## src/rtl/pfc_pkg.sv

```systemverilog
package pfc_pkg;

  typedef enum logic [1:0] {
    ST_IDLE   = 2'd0,
    ST_BODY   = 2'd1,
    ST_RESYNC = 2'd2
  } frm_state_e;

  localparam logic [1:0] ERR_NONE    = 2'b00;
  localparam logic [1:0] ERR_NO_SOP  = 2'b01;
  localparam logic [1:0] ERR_NO_EOP  = 2'b10;
  localparam logic [1:0] ERR_BAD_EOP = 2'b11;

  // Framing verdict for a sample that may join a packet.
  // in_body : a packet is already open
  // at_last : the slot this sample would occupy is channel N-1
  function automatic logic [1:0] frame_code(input logic in_body,
                                            input logic sop,
                                            input logic eop,
                                            input logic at_last);
    logic [1:0] code;
    code = ERR_NONE;
    if (in_body && sop)       code = ERR_NO_EOP;
    else if (eop && !at_last) code = ERR_BAD_EOP;
    else if (!eop && at_last) code = ERR_NO_EOP;
    return code;
  endfunction

endpackage

```

## src/rtl/pfc_frame_fsm.sv

```systemverilog
module pfc_frame_fsm
  import pfc_pkg::*;
#(
  parameter int NUM_CH = 4,
  parameter int CH_W   = 2
) (
  input  logic            clk,
  input  logic            rst_n,
  input  logic            acc,
  input  logic            sop,
  input  logic            eop,
  input  logic [1:0]      err_in,
  output logic            push,
  output logic [CH_W-1:0] push_chan,
  output logic [1:0]      err_code
);

  localparam logic [CH_W-1:0] LAST_CH = CH_W'(NUM_CH - 1);

  frm_state_e      st_q, st_d;
  logic [CH_W-1:0] chan_q, chan_d;
  logic [CH_W-1:0] pos_c;
  logic [1:0]      code_c;
  logic            keep_c;

  always_comb begin
    st_d   = st_q;
    chan_d = chan_q;
    code_c = ERR_NONE;
    keep_c = 1'b0;
    pos_c  = (st_q == ST_BODY && !sop) ? chan_q : '0;
    if (acc) begin
      if (err_in != ERR_NONE) begin
        code_c = err_in;
        st_d   = ST_RESYNC;
        chan_d = '0;
      end else if (st_q != ST_BODY && !sop) begin
        if (st_q == ST_IDLE) code_c = ERR_NO_SOP;
        st_d   = ST_RESYNC;
        chan_d = '0;
      end else begin
        code_c = frame_code(st_q == ST_BODY, sop, eop, pos_c == LAST_CH);
        if (code_c != ERR_NONE) begin
          st_d   = ST_RESYNC;
          chan_d = '0;
        end else begin
          keep_c = 1'b1;
          if (pos_c == LAST_CH) begin
            st_d   = ST_IDLE;
            chan_d = '0;
          end else begin
            st_d   = ST_BODY;
            chan_d = pos_c + 1'b1;
          end
        end
      end
    end
  end

  always_ff @(posedge clk) begin
    if (!rst_n) begin
      st_q     <= ST_IDLE;
      chan_q   <= '0;
      err_code <= ERR_NONE;
    end else begin
      st_q     <= st_d;
      chan_q   <= chan_d;
      err_code <= code_c;
    end
  end

  assign push      = keep_c;
  assign push_chan = pos_c;

endmodule

```

## config.mk

```make
export PLATFORM = sky130hd
export DESIGN_NAME = pfc_frame_fsm
export DESIGN_NICKNAME = d
export VERILOG_FILES = /design/src/rtl/pfc_pkg.sv /design/src/rtl/pfc_frame_fsm.sv
export SDC_FILE = /design/constraint.sdc
export NUM_CORES = 1
export LEC_CHECK = 0
export ABC_CLOCK_PERIOD_IN_PS = 1900
export BUFFER_PORTS_ARGS = -buffer_cell sky130_fd_sc_hd__buf_2
export CAP_MARGIN = 10
export CORE_AREA = 2 2 39 41
export DETAILED_ROUTE_END_ITERATION = 6
export DIE_AREA = 0 0 41 43
export PLACE_DENSITY_LB_ADDON = 0.08
export SLEW_MARGIN = 30
export SYNTH_ARGS = -nofsm -noshare
export SYNTH_HDL_FRONTEND = slang
export SYNTH_SLANG_ARGS = --single-unit
```

## constraint.sdc

```tcl
create_clock -name clk -period 1.9 [get_ports clk]
set_input_delay 0.095 -clock clk [delete_from_list [all_inputs] [get_ports clk]]
set_output_delay 0.095 -clock clk [all_outputs]
set_load 0.01 [all_outputs]
```

**After elaboration in Yosys (flattened, before gate mapping)**

Index checks and enable logic that the tools add are counted.

- Flip-flop bits (word level): 6
- Bits in latches: 0
- RAM bits: 0
- Memory bits (read-only): 0
- Bits of input ports: 7
- Output and inout port bits: 5
- Word-level logic and storage cells: 41
- Memories kept: 0

- Add/subtract/negate cells: 1
- Multiply operators: 0
- Divide/modulo/power cells: 0
- Order comparisons: 0
- Equal/unequal tests: 3
- Shift-type cells: 0
- Multiplexer cells: 22
- Bitwise logic cells: 0
- Reduce and logical (&&, ||, !) cells: 12

Operators with widths:

| cell | count |
|---|---|
| 2-to-1 mux 2 bit | 16 |
| 2-to-1 mux 1 bit | 6 |
| logical AND 1 bit | 5 |
| nonzero test 2 bit | 2 |
| zero test 1 bit | 3 |
| adder 2 x 1 -> 2 bit, second input constant | 1 |
| equality test 2 x 1 -> 1 bit, second input constant | 1 |
| equality test 2 bit, second input constant | 1 |
| zero test 2 bit | 1 |
| inequality test 2 x 1 -> 1 bit, second input constant | 1 |
| AND reduction 2 bit | 1 |

**Longest topological paths before layout**

- Depth in word-level cells: 16
- Mapped depth: 9

**Worst setup path before layout**

OpenSTA, ideal clock, no wires.

- Kind: register -> register
- Start: register st_q[0]
- End: register st_q[1]
- Data arrival time: 1.899 ns
- Data required time: 1.781 ns
- Path slack: -0.117 ns
- Cell stages (with the launch flop): 10
- Buffers on the path: 0
- Clock period less this slack: 2.017 ns
- Path through: dfxtp_1 nor2b_4 nor2b_1 and2_1 ha_1 inv_1 ha_1 nor4b_4 nand2_2 o221a_1

- Cells in the longest elaborated chain, start to end: 15
- Elaborated cells on any way between the ends: 20

RTL lines:

| element | RTL line | RTL |
|---|---|---|
| start: declaration | pfc_frame_fsm.sv:20 | `frm_state_e st_q, st_d;` |
| start signal: assignment | pfc_frame_fsm.sv:66 | `st_q <= st_d;` |
| equality test 2 x 1 -> 1 bit * | pfc_frame_fsm.sv:31 | `pos_c = (st_q == ST_BODY && !sop) ? chan_q : '0;` |
| logical AND 1 bit * | pfc_frame_fsm.sv:31 |  |
| 2-to-1 mux 2 bit * | pfc_frame_fsm.sv:31 |  |
| via push_chan[0] | pfc_frame_fsm.sv:14 | `output logic [CH_W-1:0] push_chan,` |
| equality test 2 bit * | pfc_frame_fsm.sv:42 | `code_c = frame_code(st_q == ST_BODY, sop, eop, pos_c == LAST_CH);` |
| logical AND 1 bit / zero test 1 bit (equally long branches) | pfc_pkg.sv:25, pfc_pkg.sv:24 |  |
| 2-to-1 mux 2 bit / logical AND 1 bit (equally long branches) | pfc_pkg.sv:25, pfc_pkg.sv:24 |  |
| 2-to-1 mux 2 bit * | pfc_pkg.sv:24 | `else if (eop && !at_last) code = ERR_BAD_EOP;` |
| 2-to-1 mux 2 bit * | pfc_pkg.sv:23 | `if (in_body && sop) code = ERR_NO_EOP;` |
| 2-to-1 mux 2 bit * | pfc_frame_fsm.sv:37 | `end else if (st_q != ST_BODY && !sop) begin` |
| 2-to-1 mux 2 bit * | pfc_frame_fsm.sv:33 | `if (err_in != ERR_NONE) begin` |
| 2-to-1 mux 2 bit * | pfc_frame_fsm.sv:32 | `if (acc) begin` |
| nonzero test 2 bit * | pfc_frame_fsm.sv:43 | `if (code_c != ERR_NONE) begin` |
| 2-to-1 mux 2 bit * | pfc_frame_fsm.sv:43 |  |
| 2-to-1 mux 2 bit * | pfc_frame_fsm.sv:37 |  |
| 2-to-1 mux 2 bit * | pfc_frame_fsm.sv:33 |  |

The timed path passes the listed nets; every way through them passes the cells marked *. The select of a mux whose other input is x is not followed.
A chain may end at the register's enable or synchronous reset.

**Final worst setup path**

- Start: register st_q[0]
- End: output push

- Cells in the longest elaborated chain, start to end: 16
- Elaborated cells on any way between the ends: 21

RTL lines:

| element | RTL line | RTL |
|---|---|---|
| equality test 2 x 1 -> 1 bit | pfc_frame_fsm.sv:31, pfc_frame_fsm.sv:42 |  |
| logical AND 1 bit | pfc_frame_fsm.sv:31 |  |
| 2-to-1 mux 2 bit | pfc_frame_fsm.sv:31 |  |
| equality test 2 bit | pfc_frame_fsm.sv:42 |  |
| logical AND 1 bit / zero test 1 bit (equally long branches) | pfc_pkg.sv:25, pfc_pkg.sv:24 |  |
| 2-to-1 mux 2 bit / logical AND 1 bit (equally long branches) | pfc_pkg.sv:25, pfc_pkg.sv:24 |  |
| 2-to-1 mux 2 bit | pfc_pkg.sv:24 |  |
| 2-to-1 mux 2 bit | pfc_pkg.sv:23 |  |
| 2-to-1 mux 2 bit | pfc_frame_fsm.sv:37 |  |
| 2-to-1 mux 2 bit | pfc_frame_fsm.sv:33 |  |
| 2-to-1 mux 2 bit | pfc_frame_fsm.sv:32 |  |
| nonzero test 2 bit | pfc_frame_fsm.sv:43 |  |
| 2-to-1 mux 1 bit | pfc_frame_fsm.sv:43 |  |
| 2-to-1 mux 1 bit * | pfc_frame_fsm.sv:37 |  |
| 2-to-1 mux 1 bit * | pfc_frame_fsm.sv:33 |  |
| 2-to-1 mux 1 bit * | pfc_frame_fsm.sv:32 |  |
| end: declaration | pfc_frame_fsm.sv:13 | `output logic push,` |

Every way passes the cells marked *; elsewhere a longest branch is shown, timed or not. The select of a mux whose other input is x is not followed.

==> results.md <==
- Root buffer cell: clkbuf_4
- Critical Setup Path Class: flip-flop to primary output
- Max cap viols: 0
- Layout area overhead: 41.7%
- Max Clock Skew: 0.00281 ns
- ANT nets after route: 0
- Final Wtd Congestion: a little under 0.7
- Min cycle time layout: 2.03 ns
- Power per cell area: 540 mW/mm^2
- Vias in the first global route: 368
- Core area: 0.00138 sq mm
- # setup viols final: 1
- Die area: 0.00176 sq mm
- Startpoint Class: flip-flop
- RSZ-0062 raised after global routing: yes
- Yosys Warn Count: 0
- Placed instance area: 522 sq um
- Pin count of the biggest net entering global routing: 11
- CTS Buf Count: 3
- Required time worst endpoint: 1.80 ns
- Most frequent cells in the layout: buf_2, dfxtp_1, buf_4
- Via count: between 300 and 400
- Worst slew pin tran: 0.238 ns
- Port Buf Inserts: 11
- Worst setup margin: -0.129 ns
- Clock latency on the worst-skew pair: 0.24 ns
- Layout cell share with drive strength beyond 1: 51.7%
- Starting Density: 28.4%
- Post-route setup TNS: -0.129 ns
- Min-delay worst type: primary input to flip-flop
- Leak pwr: roughly 0.23 nW
- Overall Power: 0.000301 W
- Syn_area_per_cell: roughly 9 sq um
- Max Slew Vio Count: 0
- CP max FO: 2
- CTS max path bufs: 2
- Initial antenna violation count: 0
- Post-CTS Hold Buffers: 0
- Mapped Cells: 44
- Post-synth EDFFs: 0
- CTS tree: done
- Tcrit/Tclk final: 107%
- Synth async-reset ratio: 0%
- Main flop type after synthesis: dfxtp_1
- Post-synthesis sequential element count: 6
- Total Wirelength: 897 microns
- Critical path data arrival time: approximately 1.9 ns
- Global Route Usage Sum: between 10% and 20%
- Cell count after placement: roughly 70
- Post-DP HPWL: 739 microns
- Ports: 12
- DR vias/cell: 4.86
- Nets: 71
- Achievable clock frequency: ~500 MHz
- Initial DRC count: 2
- Core Rows: 14
- First-pass GRT wire length: between 1500 and 2000 microns
- Die span in y: roughly 43 microns
- Yosys cell types: 24
- Grt ovf: 0
- Final hold violations: 0
- Crit path capture type: primary output
- Worst-path clk slew: 0.05 ns
- Final Non-Filler Cells: 76
- Failing checks: setup timing
- TritonRoute pass-1 iters: 4
- Most common cell after layout, fill and taps aside: buf_2
- Die W: about 40 microns
- DRC Markers: 0
- Syn_nets: between 50 and 60
- Status: complete, but fails checks
- H-tree depth: 1
- Relative slew margins: 83.9%
- Post-route cell area: 557 sq um
- Mapped cell area: 393 sq um
- # diodes: 0
- Drt wl/cell: 11.8 microns
- Sequential area share after synthesis: 30.6%
- Clk sinks: 6
- Peak supply drop: roughly 0.19 mV
==> layer usage <==
layer / up-vias / global-route usage [%] / part of all wire (%)
met1: 168 / 17.1 / 41
met2: 9 / 19.1 / 52
met3: 0 / 3.14 / 6.4
li1: 192 / - / -
met5: - / 0 / 0
met4: 0 / 10.0 / 0
==> cells in the mapped netlist, drive strengths merged (2+ instances only) <==
library cell | number | area share (%)
dfxtp | 6 | 31
nand4 | 2 | 3.2
nand3 | 2 | 2.5
and2 | 2 | 3.2
a21oi | 2 | 2.5
inv | 3 | 2.9
nand2 | 2 | 2.5
nor2b | 2 | 5.1
o21ai | 4 | 5.1
nand3b | 3 | 5.7
ha | 2 | 6.4
clkbuf | 3 | 3.8
nor2 | 3 | 2.9
==> sequential cells by signal, indices dropped and copies added (netlist names) <==
signal	count
chan_q	2
st_q	2
err_code	2
==> critical path, stage by stage (launching register included) <==
cell and delay, ns:
dfxtp_2 0.32, nor2b_4 0.14, nor2b_4 0.14, and2_4 0.16
ha_4 0.12, inv_2 0.04, ha_4 0.25, nor4b_4 0.22
nand2_2 0.08, nor2_1 0.09, buf_2 0.13
==> cells by family (layout without fill, tap and decap cells) <==
kind of cell / after synthesis / in the layout / share of synthesized area (%)
AO/OA/AOI/OAI: 10 / 10 / 16.9
XOR/XNOR: 1 / 1 / 4.14
multiplexers: 1 / 1 / 2.55
flip-flops: 6 / 6 / 30.6
adder cells (fa/ha/maj): 2 / 2 / 6.37
buffers and inverters: 6 / 22 / 6.69
AND/OR/NAND/NOR: 18 / 18 / 32.8
==> power breakdown <==
group | internal, W | leakage, nW | switching, W
Combinational | 0.0000241 | 0.167 | 0.0000264
Clock | 0.0000715 | 0.0138 | 0.0000461
Sequential | 0.000131 | 0.0496 | 0.00000229
==> path summary, 6_finish.rpt <==
kind | startpoint | endpoint | slack [ns] | cells after the start
setup / recovery | st_q[0] | push | -0.13 | 10
hold / removal | err_in[0] | err_code[1] | 0.11 | 2
setup reg to reg | st_q[0] | st_q[0] | 0.04 | 10
hold reg to reg | chan_q[1] | chan_q[1] | 0.49 | 2
==> metrics by stage <==
stage	hold WS [ns]	util [%]	setup slack (ns)
finish	0.107	40.2	-0.129
global placement	0.355	37.7	0.0344
detailed placement	0.365	37.7	0.0159
CTS	0.0950	39.9	-0.171
floorplan	0.198	-	0.00113
global route	0.102	40.2	-0.253
==> layout make-up <==
cell class	count	area [sq um]
Sequential cell	6	121
Timing Repair Buffer	16	92.6
Fill cell	148	827
Tap cell	16	20.0
Inverter	3	11.3
Clock buffer	3	22.5
Multi-Input combinational cell	32	289
==> timing repair <==
action,4_1_cts,5_1_grt
hold endpoints to repair,0,0
setup buffers,1,1
endpoints found under the setup margin,1,4
pin swaps,0,5
gates cloned,0,0
resized for setup,1,1
Power figures use the tool's default switching activity.
